==> config.mk <==
export PLATFORM = sky130hd
export DESIGN_NAME = pdm_mic_front
export DESIGN_NICKNAME = d
export VERILOG_FILES = /design/src/rtl/pdm_front_pkg.sv /design/src/rtl/pdm_clk_gen.sv /design/src/rtl/pdm_line_sync.sv /design/src/rtl/pdm_route_cfg.sv /design/src/rtl/pdm_slot_capture.sv /design/src/rtl/pdm_mic_front.sv
export SDC_FILE = /design/constraint.sdc
export NUM_CORES = 1
export LEC_CHECK = 0
export BUFFER_PORTS_ARGS = -buffer_cell sky130_fd_sc_hd__buf_2
export CAP_MARGIN = 10
export CELL_PAD_IN_SITES_DETAIL_PLACEMENT = 1
export CELL_PAD_IN_SITES_GLOBAL_PLACEMENT = 1
export CORE_ASPECT_RATIO = 1.4
export CORE_UTILIZATION = 45
export CTS_BUF_LIST = sky130_fd_sc_hd__clkbuf_8
export DETAILED_ROUTE_END_ITERATION = 8
export PLACE_DENSITY = 0.91
export RECOVER_POWER = 50
export SLEW_MARGIN = 30
export SYNTH_ARGS = -nofsm -noshare
export SYNTH_HDL_FRONTEND = slang
export SYNTH_HIERARCHICAL = 1
export SYNTH_SLANG_ARGS = --single-unit
==> constraint.sdc <==
create_clock -name clk -period 5.9 [get_ports clk]
set_clock_uncertainty 0.15 [all_clocks]
set_input_delay 0.295 -clock clk [delete_from_list [all_inputs] [get_ports clk]]
set_output_delay 0.295 -clock clk [all_outputs]
set_load 0.03 [all_outputs]
==> src/rtl/pdm_front_pkg.sv <==
package pdm_front_pkg;

    localparam int DEF_N_CH    = 4;
    localparam int DEF_N_LINE  = 2;
    localparam int DEF_CLK_DIV = 16;

    typedef enum logic {
        SLOT_HIGH = 1'b0,
        SLOT_LOW  = 1'b1
    } slot_e;

    typedef struct packed {
        logic hi_end;
        logic lo_end;
    } phase_strobe_t;

    function automatic int line_idx_width(input int n_line);
        return (n_line > 1) ? $clog2(n_line) : 1;
    endfunction

endpackage

==> src/rtl/pdm_clk_gen.sv <==
module pdm_clk_gen
    import pdm_front_pkg::*;
#(
    parameter int CLK_DIV = DEF_CLK_DIV
) (
    input  logic          clk,
    input  logic          rst,
    input  logic          run,
    output logic          bit_clk,
    output phase_strobe_t stb
);
    localparam int HALF  = CLK_DIV / 2;
    localparam int CNT_W = $clog2(CLK_DIV);

    logic [CNT_W-1:0] cnt, cnt_nx;
    logic             active, active_nx;

    always_comb begin
        if (!run) begin
            active_nx = 1'b0;
            cnt_nx    = '0;
        end else if (!active) begin
            active_nx = 1'b1;
            cnt_nx    = '0;
        end else begin
            active_nx = 1'b1;
            cnt_nx    = (cnt == CNT_W'(CLK_DIV - 1)) ? '0 : cnt + 1'b1;
        end
    end

    always_ff @(posedge clk) begin
        if (rst) begin
            active  <= 1'b0;
            cnt     <= '0;
            bit_clk <= 1'b0;
        end else begin
            active  <= active_nx;
            cnt     <= cnt_nx;
            bit_clk <= active_nx && (cnt_nx < CNT_W'(HALF));
        end
    end

    assign stb.hi_end = run && active && (cnt == CNT_W'(HALF - 1));
    assign stb.lo_end = run && active && (cnt == CNT_W'(CLK_DIV - 1));

endmodule

==> src/rtl/pdm_line_sync.sv <==
module pdm_line_sync #(
    parameter int N_LINE = 2
) (
    input  logic              clk,
    input  logic              rst,
    input  logic [N_LINE-1:0] line_in,
    output logic [N_LINE-1:0] line_out
);
    for (genvar l = 0; l < N_LINE; l++) begin : g_line
        logic stage1, stage2;
        always_ff @(posedge clk) begin
            if (rst) begin
                stage1 <= 1'b0;
                stage2 <= 1'b0;
            end else begin
                stage1 <= line_in[l];
                stage2 <= stage1;
            end
        end
        assign line_out[l] = stage2;
    end

endmodule

==> src/rtl/pdm_route_cfg.sv <==
module pdm_route_cfg #(
    parameter int N_CH = 4,
    parameter int LW   = 1,
    parameter logic [N_CH-1:0]    RST_SLOT = 4'b1010,
    parameter logic [N_CH*LW-1:0] RST_LINE = 4'b1100
) (
    input  logic                 clk,
    input  logic                 rst,
    input  logic                 idle,
    input  logic                 load,
    input  logic [N_CH-1:0]      slot_in,
    input  logic [N_CH*LW-1:0]   line_in,
    output logic [N_CH-1:0]      slot_map,
    output logic [N_CH*LW-1:0]   line_map
);
    logic clash;

    always_comb begin
        clash = 1'b0;
        for (int i = 0; i < N_CH; i++) begin
            for (int j = i + 1; j < N_CH; j++) begin
                if ((line_in[i*LW +: LW] == line_in[j*LW +: LW]) &&
                    (slot_in[i] == slot_in[j]))
                    clash = 1'b1;
            end
        end
    end

    always_ff @(posedge clk) begin
        if (rst) begin
            slot_map <= RST_SLOT;
            line_map <= RST_LINE;
        end else if (load && idle && !clash) begin
            slot_map <= slot_in;
            line_map <= line_in;
        end
    end

endmodule

==> src/rtl/pdm_slot_capture.sv <==
module pdm_slot_capture
    import pdm_front_pkg::*;
#(
    parameter int N_CH   = 4,
    parameter int N_LINE = 2,
    parameter int LW     = 1
) (
    input  logic                 clk,
    input  logic                 rst,
    input  phase_strobe_t        stb,
    input  logic [N_LINE-1:0]    line_s,
    input  logic [N_CH-1:0]      en,
    input  logic [N_CH-1:0]      slot_map,
    input  logic [N_CH*LW-1:0]   line_map,
    output logic [N_CH-1:0]      bits,
    output logic                 valid
);
    logic [N_LINE-1:0] hi_q;
    logic [N_CH-1:0]   pick;

    for (genvar c = 0; c < N_CH; c++) begin : g_ch
        logic [LW-1:0] idx;
        assign idx     = line_map[c*LW +: LW];
        assign pick[c] = en[c] & ((slot_e'(slot_map[c]) == SLOT_LOW) ? line_s[idx] : hi_q[idx]);
    end

    always_ff @(posedge clk) begin
        if (rst) begin
            hi_q  <= '0;
            bits  <= '0;
            valid <= 1'b0;
        end else begin
            valid <= stb.lo_end;
            if (stb.hi_end)
                hi_q <= line_s;
            if (stb.lo_end)
                bits <= pick;
        end
    end

endmodule

==> src/rtl/pdm_mic_front.sv <==
module pdm_mic_front
    import pdm_front_pkg::*;
#(
    parameter int N_CH    = DEF_N_CH,
    parameter int N_LINE  = DEF_N_LINE,
    parameter int CLK_DIV = DEF_CLK_DIV,
    parameter int LW      = line_idx_width(N_LINE),
    parameter logic [N_CH-1:0]    RST_SLOT = 4'b1010,
    parameter logic [N_CH*LW-1:0] RST_LINE = 4'b1100
) (
    input  logic               clk,
    input  logic               rst,
    input  logic [N_CH-1:0]    chan_en,
    input  logic               cfg_load,
    input  logic [N_CH-1:0]    cfg_slot,
    input  logic [N_CH*LW-1:0] cfg_line,
    input  logic [N_LINE-1:0]  pdm_line,
    output logic               pdm_clk,
    output logic [N_CH-1:0]    pcm_bits,
    output logic               pcm_valid
);
    logic               run;
    logic               idle;
    phase_strobe_t      stb;
    logic [N_LINE-1:0]  line_s;
    logic [N_CH-1:0]    slot_map;
    logic [N_CH*LW-1:0] line_map;

    assign run  = |chan_en;
    assign idle = !run && !pdm_clk && !stb.hi_end && !stb.lo_end;

    pdm_clk_gen #(.CLK_DIV(CLK_DIV)) u_clk (
        .clk     (clk),
        .rst     (rst),
        .run     (run),
        .bit_clk (pdm_clk),
        .stb     (stb)
    );

    pdm_line_sync #(.N_LINE(N_LINE)) u_sync (
        .clk      (clk),
        .rst      (rst),
        .line_in  (pdm_line),
        .line_out (line_s)
    );

    pdm_route_cfg #(
        .N_CH     (N_CH),
        .LW       (LW),
        .RST_SLOT (RST_SLOT),
        .RST_LINE (RST_LINE)
    ) u_cfg (
        .clk      (clk),
        .rst      (rst),
        .idle     (idle),
        .load     (cfg_load),
        .slot_in  (cfg_slot),
        .line_in  (cfg_line),
        .slot_map (slot_map),
        .line_map (line_map)
    );

    pdm_slot_capture #(
        .N_CH   (N_CH),
        .N_LINE (N_LINE),
        .LW     (LW)
    ) u_cap (
        .clk      (clk),
        .rst      (rst),
        .stb      (stb),
        .line_s   (line_s),
        .en       (chan_en),
        .slot_map (slot_map),
        .line_map (line_map),
        .bits     (pcm_bits),
        .valid    (pcm_valid)
    );

endmodule

==> out/results.txt, run 1 <==
status: finished, final reports clean
internal reg-to-reg setup slack: 3350 ps
share of cells above drive strength 1: 0.197
core area: 0.00262 sq mm
WL per Instance: 14.7 um
vias per cell: 5.18
final hold viol count: 0
Startpoint Class: primary input
Setup CP Type: primary input to flop
die area: 0.00295 sq mm
worst skew pair latency: 270 ps
Comb power frac: 0.102
H-Tree Depth: 1
TritonCTS buffer count: 3
Place WS: 3020 ps
CTS Sinks: 25
share of the synthesized area in the top cell type: 0.407
hpwl dp: 2.00 mm
crit-path cells: buf_2 > or4_4 > nand4_1 > nor2_1 > nor4_4 > o211ai_1 > nor4_4 > mux2i_1
Gate Count Post-Synth: 116
Root Driver: clkbuf_8
Psw: 73.2 uW
Synth Register Bits: 25
async set-reset flop share out of synthesis: 0
RSZ-0062 raised after global routing: no
placed insts: 169
Die X: 46.2 um
synthesized area per cell: 10.6 sq um
# diodes: 0
first-pass GRT wire length: 4.29 mm
Tcrit/Tclk final: 0.442
global placer's final weighted congestion: 0.709
Slowest-stage cell, CP: nor4_4
Cell Rows: 22
critical path capture point type: flop
post-CTS setup buffer count: 0
Internal Pwr Total: 231 uW
Sw Ratio: 0.240
Synth Area in Compound Gates: 0.0703
Multi-input gate area: 678 sq um
1st-pass router iterations: 4
Post-Syn Nets: 134
# setup viols final: 0
total congestion overflow: 0
multiplexer share of the synthesized area: 0.155
largest net degree at the start of global routing: 30
initial antenna violation count: 0
Die Ht: 63.8 um
actual slew at the worst max-slew pin: 1070 ps
# IOs: 23
non-filler cells, final: 173
Setup TNS Final: 0 ps
Crit path top cell by count: nor4_4
CP Max Fanout: 10
Max Root-Sink Buffers: 2
Starting Density: 0.470
post-synthesis sequential area ratio: 0.407
vias in the first global route: 965
critical path arrival: 2650 ps
PortBufs: 22
# fillers: 298
residual DRC count: 0
library cells used by synthesis: 28
Clk pwr share: 0.326
CTS-repair resized insts: 0
sequential share of power: 0.572
CP Buf/Inv Count: 1
worst min path class: primary input to flop
Power Density: 220 mW/mm^2
Nets: 156
DR iter-0 viols: 10
CP top delay family: simple AND/OR/NAND/NOR gates
P&R area growth vs syn: 12.7%
Total Routing Usage GR: 0.201
Required @ worst endpoint: 5940 ps
Leakage: 0.551 nW
mapped cell area: 0.00123 sq mm
Final Hold Slack: 83.7 ps
adder-cell share of the synthesized area: 0.0102
Fmax: 383 MHz
synth warn: 6
worst vdd ir: 112 uV
clk slew on worst S/H paths: 80 ps
Area contributors post-synth: dfxtp_1 (41%), xor2_1 (8.6%), mux2i_1 (8.1%)
total wire length: 2.54 mm
Tmin final: 2610 ps
Post-DRT Antenna Nets: 0
cts hold-fix bufs: 0
xor and xnor area share after synthesis: 0.0998
relative slew slack: 0.285
simple-gate share of the synthesized area: 0.223
register area: 500 sq um
Synth Flop Type: dfxtp_1
most common cell in the netlist: dfxtp_1
Post-synth EDFFs: 0
worst setup margin: 3290 ps
Commonest cells post-synth: dfxtp_1 (25), nor2_1 (17), xor2_1 (12), mux2i_1 (10), nand2b_1 (7)
slowest stage delay, CP: 670 ps
routed via count: 897
max_cap viols: 0
overall power: 304 uW
Slew Limit Fails: 0
cell taking the most area after synthesis: dfxtp_1
CTS tree: built
largest family of logic cells by synthesized area: simple AND/OR/NAND/NOR gates
-- per-layer routing --
layer | share of wire | GRT usage
met1 | 0.40 | 0.214
met2 | 0.55 | 0.368
met3 | 0.030 | 0.0254
met5 | 0 | 0
met4 | 0.019 | 0.0882
-- per-stage QoR --
stage / util / instance area (sq um)
after floorplan: - / 1230
after global placement: 0.519 / 1360
after detailed placement: 0.519 / 1360
after CTS: 0.536 / 1400
after global routing: 0.530 / 1390
final: 0.530 / 1390
-- cell families (layout without fill, tap and decap cells) --
kind of cell             Yosys count  in the layout
AO/OA/AOI/OAI                     10             10
XOR/XNOR                          14             14
adder cells (fa/ha/maj)            1              1
buffers and inverters              9             30
flip-flops                        25             25
multiplexers                      14             14
AND/OR/NAND/NOR                   43             43
-- registers in the layout (all words and copies together) (netlist names) --
name / flops
u_cap/bits: 4
u_cfg/line_map: 4
u_cfg/slot_map: 4
u_clk/cnt: 4
u_cap/hi_q: 2
u_sync/g_line.stage1: 2
u_sync/g_line.stage2: 2
u_cap/valid: 1
u_clk/active: 1
u_clk/bit_clk: 1
-- cell usage in the layout, fill, tap and decap left out, types with 2 or more instances in the layout --
cell type,n
nand2b_1,7
xor2_1,12
nor3b_1,4
dfxtp_1,25
a41o_1,4
o22ai_1,2
mux4_2,4
clkbuf_8,3
inv_1,5
mux2i_1,10
buf_2,15
nor2b_1,6
nor4_4,2
nand3_1,2
clkbuf_1,7
xnor2_1,2
nor2_1,17
-- final cells by class --
class | count | area share
inverters | 4 | 0.0108
clock buffers | 3 | 0.0298
well taps | 36 | 0.0325
multi-input cells | 82 | 0.490
flip-flops and latches | 25 | 0.361
clock inverters | 1 | 0.00271
repair buffers | 22 | 0.0732
-- worst paths after layout --
kind / from / depth (start not counted) / endpoint
setup / recovery: chan_en[1] / 8 / u_cfg/line_map[1]
hold / removal: pdm_line[1] / 2 / u_sync/g_line[1].stage1
setup reg to reg: u_clk/cnt[0] / 7 / u_cfg/line_map[1]
hold reg to reg: u_sync/g_line[1].stage1 / 1 / u_sync/g_line[1].stage2
-- power by group through the flow --
stage	clock, mW	sequential (mW)	combinational [mW]
floorplan	0	0.178	0.0187
finish	0.0993	0.174	0.0309
detailed placement	0	0.178	0.0318
CTS	0.102	0.174	0.0319
global route	0.110	0.175	0.0345
global placement	0	0.178	0.0303
Note: power is estimated with default switching activity, not from simulation.
==> run 2, diff against run 1 <==
CORE_UTILIZATION = 40   (was 45)
PLACE_DENSITY = 0.86   (was 0.91)
clock period = 2.4 ns   (was 5.9 ns; I/O delays follow)
==> out/results.txt, run 2 (synthesis results as in run 1) <==
status: finished, final reports clean
Final Hold Slack: 12.5 ps
Cell Rows: 23
P&R area growth vs syn: 21.4%
critical path arrival: 2260 ps
total wire length: 2.75 mm
vias in the first global route: 1090
Power Density: 517 mW/mm^2
Tcrit/Tclk final: 0.918
Setup CP Type: flop to flop
die area: 0.00330 sq mm
worst vdd ir: 351 uV
RSZ-0062 raised after global routing: no
# setup viols final: 0
post-CTS setup buffer count: 0
relative slew slack: 0.668
initial antenna violation count: 0
# IOs: 23
actual slew at the worst max-slew pin: 497 ps
CP Max Fanout: 8
residual DRC count: 0
first-pass GRT wire length: 4.75 mm
Total Routing Usage GR: 0.195
CTS tree: built
DR iter-0 viols: 11
Die Ht: 67.6 um
vias per cell: 5.13
Required @ worst endpoint: 2460 ps
max_cap viols: 0
Startpoint Class: flop
H-Tree Depth: 1
final hold viol count: 0
WL per Instance: 14.9 um
Setup TNS Final: 0 ps
Max Root-Sink Buffers: 2
CTS Sinks: 25
PortBufs: 22
Post-DRT Antenna Nets: 0
core area: 0.00291 sq mm
# diodes: 0
largest net degree at the start of global routing: 30
routed via count: 943
Starting Density: 0.423
global placer's final weighted congestion: 0.780
Leakage: 0.602 nW
share of cells above drive strength 1: 0.218
Tmin final: 2200 ps
Nets: 166
most common cell after layout, fill and taps aside: dfxtp_1
most frequent cells in the layout: dfxtp_1 (25), nor2_1 (17), buf_2 (16)
Root Driver: clkbuf_8
critical path capture point type: flop
Fmax: 454 MHz
Slew Limit Fails: 0
worst skew pair latency: 280 ps
1st-pass router iterations: 3
total congestion overflow: 0
Die X: 48.8 um
hpwl dp: 2.11 mm
clk slew on worst S/H paths: 90 ps
TritonCTS buffer count: 3
worst min path class: primary input to flop
-- run 2: where the power goes --
part | internal [mW] | switching, mW
clock | 0.118 | 0.138
sequential | 0.422 | 0.00684
combinational | 0.0401 | 0.0471
total | 0.580 | 0.192
-- run 2: final cells by class --
type / instances / area [sq um]
Fill cell: 347 / 1420
Tap cell: 37 / 46.3
Multi-Input combinational cell: 82 / 682
Clock inverter: 1 / 7.51
Sequential cell: 25 / 500
Timing Repair Buffer: 32 / 199
Inverter: 4 / 15.0
Clock buffer: 3 / 41.3
-- run 2: path summary, 6_finish.rpt --
path | from | endpoint | slack, ps | cells past startpoint
max | u_clk/cnt[0] | u_cfg/line_map[3] | 200 | 8
min | cfg_line[1] | u_cfg/line_map[1] | 10 | 3
max reg2reg | u_clk/cnt[0] | u_cfg/line_map[3] | 200 | 8
min reg2reg | u_sync/g_line[0].stage1 | u_sync/g_line[0].stage2 | 300 | 1
-- run 2: stage by stage --
stage	cell area [sq um]	worst slack (ps)	total power, mW	util	instances
2_1_floorplan	1230	96.9	0.484	-	116
3_3_place_gp	1380	108	0.513	0.475	173
3_5_place_dp	1380	3.01	0.518	0.475	173
4_1_cts	1500	151	0.781	0.516	184
5_1_grt	1490	10.6	0.805	0.513	184
6_report	1490	197	0.772	0.513	184
-- run 2: repair_timing --
item | in CTS | in global routing
endpoints found under the setup margin | 0 | 3
endpoints found under the hold margin | 7 | 0
hold buffers | 7 | 0
gates resized for setup | 0 | 1
-- run 2: critical path, stage by stage, from the launching register on --
cell and delay [ps]:
dfxtp_1 360, ha_1 270, nand4_1 130, nor2_1 90
nor4_4 280, o211ai_1 180, nor4_4 280, buf_6 180
mux2i_1 190
-- run 2: routing by layer --
| layer | vias to the layer above | track usage | wire length, um |
|---|---|---|---|
| met5 | - | 0 | 0 |
| met4 | 0 | 0.0993 | 52 |
| met3 | 6 | 0.0203 | 83 |
| met2 | 24 | 0.427 | 1610 |
| met1 | 448 | 0.170 | 1000 |
| li1 | 465 | - | - |
